$ cat src/rtl/exu_pkg.sv
package exu_pkg;
  typedef enum logic [3:0] {
    OP_MOVE  = 4'd0,
    OP_ADD   = 4'd1,
    OP_ADDQ  = 4'd2,
    OP_ADDX  = 4'd3,
    OP_SUB   = 4'd4,
    OP_SUBX  = 4'd5,
    OP_NEG   = 4'd6,
    OP_NEGX  = 4'd7,
    OP_CLR   = 4'd8,
    OP_EXT   = 4'd9,
    OP_SWAP  = 4'd10,
    OP_MOVEQ = 4'd11
  } exu_op_e;

  localparam logic [1:0] SZ_B = 2'd0;
  localparam logic [1:0] SZ_W = 2'd1;
  localparam logic [1:0] SZ_L = 2'd2;

  localparam int FL_X = 4;
  localparam int FL_N = 3;
  localparam int FL_Z = 2;
  localparam int FL_V = 1;
  localparam int FL_C = 0;
endpackage

$ cat src/rtl/exu_adder.sv
module exu_adder import exu_pkg::*; #(
  parameter int DW = 32
) (
  input  logic [DW-1:0] a_i,
  input  logic [DW-1:0] b_i,
  input  logic          cin_i,
  input  logic          sub_i,
  input  logic [1:0]    size_i,
  output logic [DW-1:0] sum_o,
  output logic          carry_o,
  output logic          ovf_o
);
  localparam int HW = DW / 2;
  localparam int BW = DW / 4;

  logic [DW-1:0] b_eff;
  logic          ci;
  logic [BW:0]   s_b;
  logic [HW:0]   s_h;
  logic [DW:0]   s_l;
  logic          c_raw;

  assign b_eff = sub_i ? ~b_i : b_i;
  assign ci    = sub_i ? ~cin_i : cin_i;

  assign s_b = {1'b0, a_i[BW-1:0]} + {1'b0, b_eff[BW-1:0]} + {{BW{1'b0}}, ci};
  assign s_h = {1'b0, a_i[HW-1:0]} + {1'b0, b_eff[HW-1:0]} + {{HW{1'b0}}, ci};
  assign s_l = {1'b0, a_i} + {1'b0, b_eff} + {{DW{1'b0}}, ci};

  assign sum_o = s_l[DW-1:0];

  always_comb begin
    unique case (size_i)
      SZ_B: begin
        c_raw = s_b[BW];
        ovf_o = (a_i[BW-1] == b_eff[BW-1]) && (s_b[BW-1] != a_i[BW-1]);
      end
      SZ_W: begin
        c_raw = s_h[HW];
        ovf_o = (a_i[HW-1] == b_eff[HW-1]) && (s_h[HW-1] != a_i[HW-1]);
      end
      default: begin
        c_raw = s_l[DW];
        ovf_o = (a_i[DW-1] == b_eff[DW-1]) && (s_l[DW-1] != a_i[DW-1]);
      end
    endcase
  end

  // subtract reports borrow, not carry
  assign carry_o = sub_i ? ~c_raw : c_raw;
endmodule

$ cat src/rtl/exu_shape.sv
module exu_shape import exu_pkg::*; #(
  parameter int DW = 32
) (
  input  exu_op_e       op_i,
  input  logic [1:0]    size_i,
  input  logic [DW-1:0] src_i,
  input  logic [DW-1:0] dst_i,
  input  logic [DW-1:0] sum_i,
  output logic [DW-1:0] res_o,
  output logic          neg_o,
  output logic          zero_o
);
  localparam int HW = DW / 2;
  localparam int BW = DW / 4;

  logic [DW-1:0] val;

  always_comb begin
    unique case (op_i)
      OP_MOVE:  val = src_i;
      OP_CLR:   val = '0;
      OP_EXT:   val = (size_i == SZ_W) ? {{HW{1'b0}}, {(HW-BW){dst_i[BW-1]}}, dst_i[BW-1:0]}
                                       : {{HW{dst_i[HW-1]}}, dst_i[HW-1:0]};
      OP_SWAP:  val = {dst_i[HW-1:0], dst_i[DW-1:HW]};
      OP_MOVEQ: val = {{(DW-8){src_i[7]}}, src_i[7:0]};
      default:  val = sum_i;
    endcase
  end

  always_comb begin
    unique case (size_i)
      SZ_B: begin
        res_o  = {dst_i[DW-1:BW], val[BW-1:0]};
        neg_o  = val[BW-1];
        zero_o = (val[BW-1:0] == '0);
      end
      SZ_W: begin
        res_o  = {dst_i[DW-1:HW], val[HW-1:0]};
        neg_o  = val[HW-1];
        zero_o = (val[HW-1:0] == '0);
      end
      default: begin
        res_o  = val;
        neg_o  = val[DW-1];
        zero_o = (val == '0);
      end
    endcase
  end
endmodule

$ cat src/rtl/int_exec_unit.sv
module int_exec_unit import exu_pkg::*; #(
  parameter int DW = 32
) (
  input  logic          clk_i,
  input  logic          rst_ni,
  input  logic          valid_i,
  input  logic [3:0]    op_i,
  input  logic [1:0]    size_i,
  input  logic [DW-1:0] src_i,
  input  logic [DW-1:0] dst_i,
  input  logic          flags_wr_i,
  input  logic [4:0]    flags_load_i,
  output logic [DW-1:0] result_o,
  output logic [4:0]    flags_o
);
  exu_op_e       op;
  logic          op_ok, arith, extended;
  logic [1:0]    sz_eff;
  logic [DW-1:0] add_a, add_b, sum, res;
  logic          add_cin, add_sub, carry, ovf, neg, zero;
  logic [4:0]    flags_d;

  assign op       = exu_op_e'(op_i);
  assign op_ok    = (op_i <= 4'(OP_MOVEQ));
  assign arith    = (op inside {OP_ADD, OP_ADDQ, OP_ADDX, OP_SUB, OP_SUBX, OP_NEG, OP_NEGX});
  assign extended = (op inside {OP_ADDX, OP_SUBX, OP_NEGX});

  always_comb begin
    sz_eff = (size_i == 2'd3) ? SZ_L : size_i;
    if (op == OP_SWAP || op == OP_MOVEQ) sz_eff = SZ_L;
    else if (op == OP_EXT && size_i == SZ_B) sz_eff = SZ_W;
  end

  always_comb begin
    add_a   = dst_i;
    add_b   = src_i;
    add_cin = 1'b0;
    add_sub = 1'b0;
    unique case (op)
      OP_ADDQ: add_b = {{(DW-4){1'b0}}, (src_i[2:0] == 3'd0), src_i[2:0]};
      OP_ADDX: add_cin = flags_o[FL_X];
      OP_SUB:  add_sub = 1'b1;
      OP_SUBX: begin add_sub = 1'b1; add_cin = flags_o[FL_X]; end
      OP_NEG:  begin add_sub = 1'b1; add_a = '0; add_b = dst_i; end
      OP_NEGX: begin add_sub = 1'b1; add_a = '0; add_b = dst_i; add_cin = flags_o[FL_X]; end
      default: ;
    endcase
  end

  exu_adder #(.DW(DW)) u_adder (
    .a_i(add_a), .b_i(add_b), .cin_i(add_cin), .sub_i(add_sub),
    .size_i(sz_eff), .sum_o(sum), .carry_o(carry), .ovf_o(ovf)
  );

  exu_shape #(.DW(DW)) u_shape (
    .op_i(op), .size_i(sz_eff), .src_i(src_i), .dst_i(dst_i),
    .sum_i(sum), .res_o(res), .neg_o(neg), .zero_o(zero)
  );

  always_comb begin
    flags_d       = flags_o;
    flags_d[FL_N] = neg;
    if (arith) begin
      flags_d[FL_X] = carry;
      flags_d[FL_C] = carry;
      flags_d[FL_V] = ovf;
      flags_d[FL_Z] = extended ? (flags_o[FL_Z] & zero) : zero;
    end else begin
      flags_d[FL_C] = 1'b0;
      flags_d[FL_V] = 1'b0;
      flags_d[FL_Z] = zero;
    end
  end

  always_ff @(posedge clk_i or negedge rst_ni) begin
    if (!rst_ni) begin
      result_o <= '0;
      flags_o  <= '0;
    end else begin
      if (valid_i && op_ok) result_o <= res;
      if (flags_wr_i)                flags_o <= flags_load_i;
      else if (valid_i && op_ok)     flags_o <= flags_d;
    end
  end


  flag_load_chk: assert property (@(posedge clk_i) disable iff (!rst_ni)
    flags_wr_i |=> flags_o == $past(flags_load_i));


  clr_flags_chk: assert property (@(posedge clk_i) disable iff (!rst_ni)
    (valid_i && op_i == 4'(OP_CLR) && !flags_wr_i) |=> flags_o[3:0] == 4'b0100);


  moveq_sext_chk: assert property (@(posedge clk_i) disable iff (!rst_ni)
    (valid_i && op_i == 4'(OP_MOVEQ)) |=>
      result_o == {{(DW-8){$past(src_i[7])}}, $past(src_i[7:0])});


  ext_zero_sticky_chk: assert property (@(posedge clk_i) disable iff (!rst_ni)
    (valid_i && extended && op_ok && !flags_o[FL_Z] && !flags_wr_i) |=> !flags_o[FL_Z]);


  idle_hold_chk: assert property (@(posedge clk_i) disable iff (!rst_ni)
    (!valid_i && !flags_wr_i) |=> ($stable(result_o) && $stable(flags_o)));


  move_vc_chk: assert property (@(posedge clk_i) disable iff (!rst_ni)
    (valid_i && op_i == 4'(OP_MOVE) && !flags_wr_i) |=>
      (flags_o[1:0] == 2'b00 && flags_o[FL_X] == $past(flags_o[FL_X])));


  bad_op_chk: assert property (@(posedge clk_i) disable iff (!rst_ni)
    (valid_i && op_i > 4'(OP_MOVEQ) && !flags_wr_i) |=>
      ($stable(result_o) && $stable(flags_o)));
endmodule

$ cat config.mk
export PLATFORM = sky130hd
export DESIGN_NAME = int_exec_unit
export DESIGN_NICKNAME = d
export VERILOG_FILES = /design/src/rtl/exu_pkg.sv /design/src/rtl/exu_adder.sv /design/src/rtl/exu_shape.sv /design/src/rtl/int_exec_unit.sv
export SDC_FILE = /design/constraint.sdc
export NUM_CORES = 1
export LEC_CHECK = 0
export ABC_AREA = 1
export BUFFER_PORTS_ARGS = -buffer_cell sky130_fd_sc_hd__buf_2
export CAP_MARGIN = 0
export CORE_AREA = 2 2 116 163
export DETAILED_ROUTE_END_ITERATION = 7
export DIE_AREA = 0 0 118 165
export PLACE_DENSITY_LB_ADDON = 0.25
export SLEW_MARGIN = 20
export SYNTH_ARGS = -nofsm -noshare
export SYNTH_HDL_FRONTEND = slang
export SYNTH_HIERARCHICAL = 1
export SYNTH_SLANG_ARGS = --single-unit
$ cat constraint.sdc
create_clock -name clk_i -period 3.7 [get_ports clk_i]
set_input_delay 0.37 -clock clk_i [delete_from_list [all_inputs] [get_ports clk_i]]
set_output_delay 0.37 -clock clk_i [all_outputs]
set_load 0.01 [all_outputs]
==> flow_metrics.tcl <==
set metrics [dict create \
    diodes 0 \
    syn_nets 1337 \
    power.total_uw 2989 \
    post_synth_fa_ha_maj_area_fraction_pct 6.371 \
    die_height_um 165 \
    cts_max_path_buffers 2 \
    numPortBuffers 115 \
    ant_nets 0 \
    drv_slew 0 \
    max_cap_violations 0 \
    worst_slack_ns 0.07520 \
    ir_drop_mv 0.1567 \
    rsz0062_at_grt "yes" \
    critPathMostFrequentCell "nand2_1" \
    drive_gt1_share_pct 26.24 \
    initial_core_util_pct 37.47 \
    grt_usage_pct 27.38 \
    cp.depth 28 \
    power_frac_clock_pct 14.6 \
    core_um2 17920 \
    synth_compound_area_share_pct 9.184 \
    synth.distinct_cells 43 \
    yosysWarnings 6 \
    syn_avg_cell_area_um2 5.483 \
    nFillCells 2033 \
    final_util_pct 48.97 \
    synth_top_family_by_area "simple AND/OR/NAND/NOR gates" \
    combPwrFrac_pct 67.6 \
    ff_latch_area_um2 925.9 \
    pwr-share-seq_pct 17.8 \
    firstDrtPassIters 5 \
    die_w_um 118 \
    hold-worst-slack_ns 0.1785 \
    synthMuxAreaShare_pct 0 \
    timing.final.hold_violations 0 \
    overflow 0 \
    intPower_uw 1629 \
    cts_buffers 5 \
    synth_top_area_share_pct 28.22 \
    synthTopCellsByArea "nand2_1 (28%), dfrtp_1 (14%), inv_1 (8.2%), nand3_1 (6.9%), xor2_1 (6.3%)" \
    antenna_found_initial 0 \
    path_class "primary input to flop" \
    synthXorXnorAreaFrac_pct 7.545 \
    hold_path.class "primary input to asynchronous set/reset pin" \
    cts_num_sinks 37 \
    ys_seq_area_share_pct 13.79 \
    max-slew-margin-rel_pct 39.07 \
    cts_root_buffer "clkbuf_16" \
    tightest_slew_ns 0.9106 \
    die_area_um2 19470 \
    insertion_delay_ns 0.28 \
    crit_path_end_kind "flop" \
    grt_pass1_vias 7807 \
    grt_max_degree 45 \
    grt_util_met2_pct 48.02 \
    area_delta_synth_final_pct 30.68 \
    rr_worst_depth 30 \
    met3_usage_pct 1.692 \
    p_sw_uw 1361 \
    route.detailed.drc 0 \
    finalSetupViolations 0 \
    max_freq_mhz 275.9 \
    synthSimpleGateAreaFrac_pct 50.35 \
    min_period_over_period_pct 97.97 \
    powerDensity_nw_per_um2 340.6 \
    nNetsFinal 1563 \
    cp.arrival_ns 3.85 \
    multiInputGateArea_um2 5096 \
    grt_pass1_wl_um 41420 \
    grt-busiest-layer "met2" \
    syn_inst 1225 \
    finalClockSkew_ns 0.002531 \
    slowest_stage "ha_1" \
    clk_pin_slew_worst_paths_ns 0.06 \
    yosys_register_bits 37 \
    fin_crit_ns 3.625 \
    critPathLaunchType "primary input" \
    r2r-start "flags_o[4]" \
    cts_tree "yes" \
    cp.required_ns 3.93 \
    grt_util_met1_pct 32.68 \
    pre_cts_slack_ns -0.2600 \
    critPathTopFamily "simple AND/OR/NAND/NOR gates" \
    ios 116 \
    globalplace.congestion 0.9844 \
    routed_wl_um 27180 \
    max_stage_delay_ns 0.38 \
    cts_max_level 2 \
    dp_hpwl_um 22940 \
    drt_iter0_drc 492 \
    path_buf_inv 8 \
    detail_route.vias_per_cell 4.858 \
    yosys.area.top_type "nand2_1" \
    wl_per_cell_um 16.06 \
    p_leak_uw 0.005219 \
    p_sw_share_pct 45.51 \
    syn_area_um2 6716 \
    crit_start "op_i[3]" \
    status "completed" \
    vias 8220 \
    path_max_fanout 7 \
    rows 58 \
]
## cells by family (layout without fill, tap and decap cells)
| family | count (synthesis) | after routing |
|---|---|---|
| adder cells (fa/ha/maj) | 33 | 33 |
| buffers and inverters | 197 | 424 |
| AO/OA/AOI/OAI | 109 | 109 |
| flip-flops | 37 | 37 |
| AND/OR/NAND/NOR | 792 | 792 |
| XOR/XNOR | 57 | 57 |
## per-stage QoR
step	area, um2	setup TNS, ns	std cells
floorplan	6725	0	1225
global placement	8432	-0.2315	1680
detailed placement	8432	-0.3417	1680
CTS	8601	0	1688
global route	8777	-0.2736	1692
finish	8777	0	1692
## layout make-up
cell class | instances | share of cell area [%]
clock buffer | 6 | 1.582
clock inverter | 2 | 0.1568
inverter | 157 | 6.785
multi-input combinational | 991 | 58.06
sequential | 37 | 10.55
tap | 240 | 3.421
timing repair buffer | 259 | 19.44
## worst reg2reg max path, delay by kind of cell, from the launching register on
family	cells	cell delay, ns
and+or+nand+nor	22	1.94
adders and majority gates	2	0.73
buffers and inverters	4	0.37
DFF	1	0.34
xor gates and xnor gates	1	0.08
AOI/OAI and AO/OA	1	0.06
## routing by layer
metal | vias up | routed length [um]
met5 | - | 0
met4 | 0 | 1753
met3 | 73 | 1123
met2 | 237 | 13130
met1 | 3679 | 11170
li1 | 4231 | -
## power groups by stage
stage / logic (uW) / registers, uW / clock network, uW
floorplan: 1040 / 576 / 0
global placement: 1930 / 536 / 0
detailed placement: 1940 / 537 / 0
CTS: 1950 / 532 / 451
global route: 2240 / 542 / 466
finish: 2020 / 532 / 437
## state kept, by name, indices dropped and copies added, names as in the netlist
name and cells:
flags_o 5, result_o 32
## synthesized netlist by cell type, drive strengths merged
master	count
a21o	2
a21oi	52
a31o	1
a31oi	1
buf	34
clkbuf	6
dfrtp	37
fa	2
ha	31
inv	157
nand2	540
nand2b	1
nand3	94
nand3b	6
nand4	7
nor2	110
nor3	10
nor4	3
o211a	1
o211ai	1
o21ai	43
o21bai	8
or2	21
xnor2	8
xor2	49
## cell usage in the layout (no fill, tap or decap), types with 2 or more instances in the layout
cell | synthesis | routed
a21o_1 | 2 | 2
buf_4 | 7 | 140
or2_1 | 19 | 19
buf_12 | 0 | 4
o21ai_2 | 2 | 7
nand4_1 | 7 | 7
nand3_2 | 2 | 4
fa_2 | 0 | 2
inv_2 | 10 | 11
buf_2 | 17 | 115
nor2_4 | 0 | 2
nand2_1 | 505 | 499
clkbuf_16 | 0 | 5
xnor2_1 | 8 | 7
ha_1 | 31 | 30
nand3b_1 | 6 | 6
a21oi_2 | 7 | 15
nand2_2 | 32 | 38
nand3_1 | 92 | 90
xor2_1 | 48 | 48
nor2_1 | 101 | 93
o21ai_0 | 30 | 30
nand2_4 | 3 | 3
dfrtp_1 | 37 | 37
nor3_2 | 2 | 2
nor4_2 | 1 | 2
inv_1 | 146 | 144
nor2_2 | 8 | 14
o21bai_1 | 8 | 7
a21oi_1 | 45 | 37
or2_2 | 2 | 2
o21ai_1 | 11 | 5
nor3_1 | 7 | 7
## what timing repair did
action,in CTS,in global routing
gates resized for setup,3,40
setup buffers,0,4
hold buffers,0,0
setup endpoints to repair,1,3
pin swaps,0,10
## path summary, 6_finish.rpt
check / to / slack [ns]
max in group asynchronous: result_o[27] / 2.99
min in group clk_i: flags_o[3] / 0.30
max reg2reg: flags_o[2] / 0.10
min reg2reg: result_o[8] / 0.47
min: result_o[2] / 0.18
max: flags_o[2] / 0.08
No activity file was read; power rests on OpenSTA's default activity.
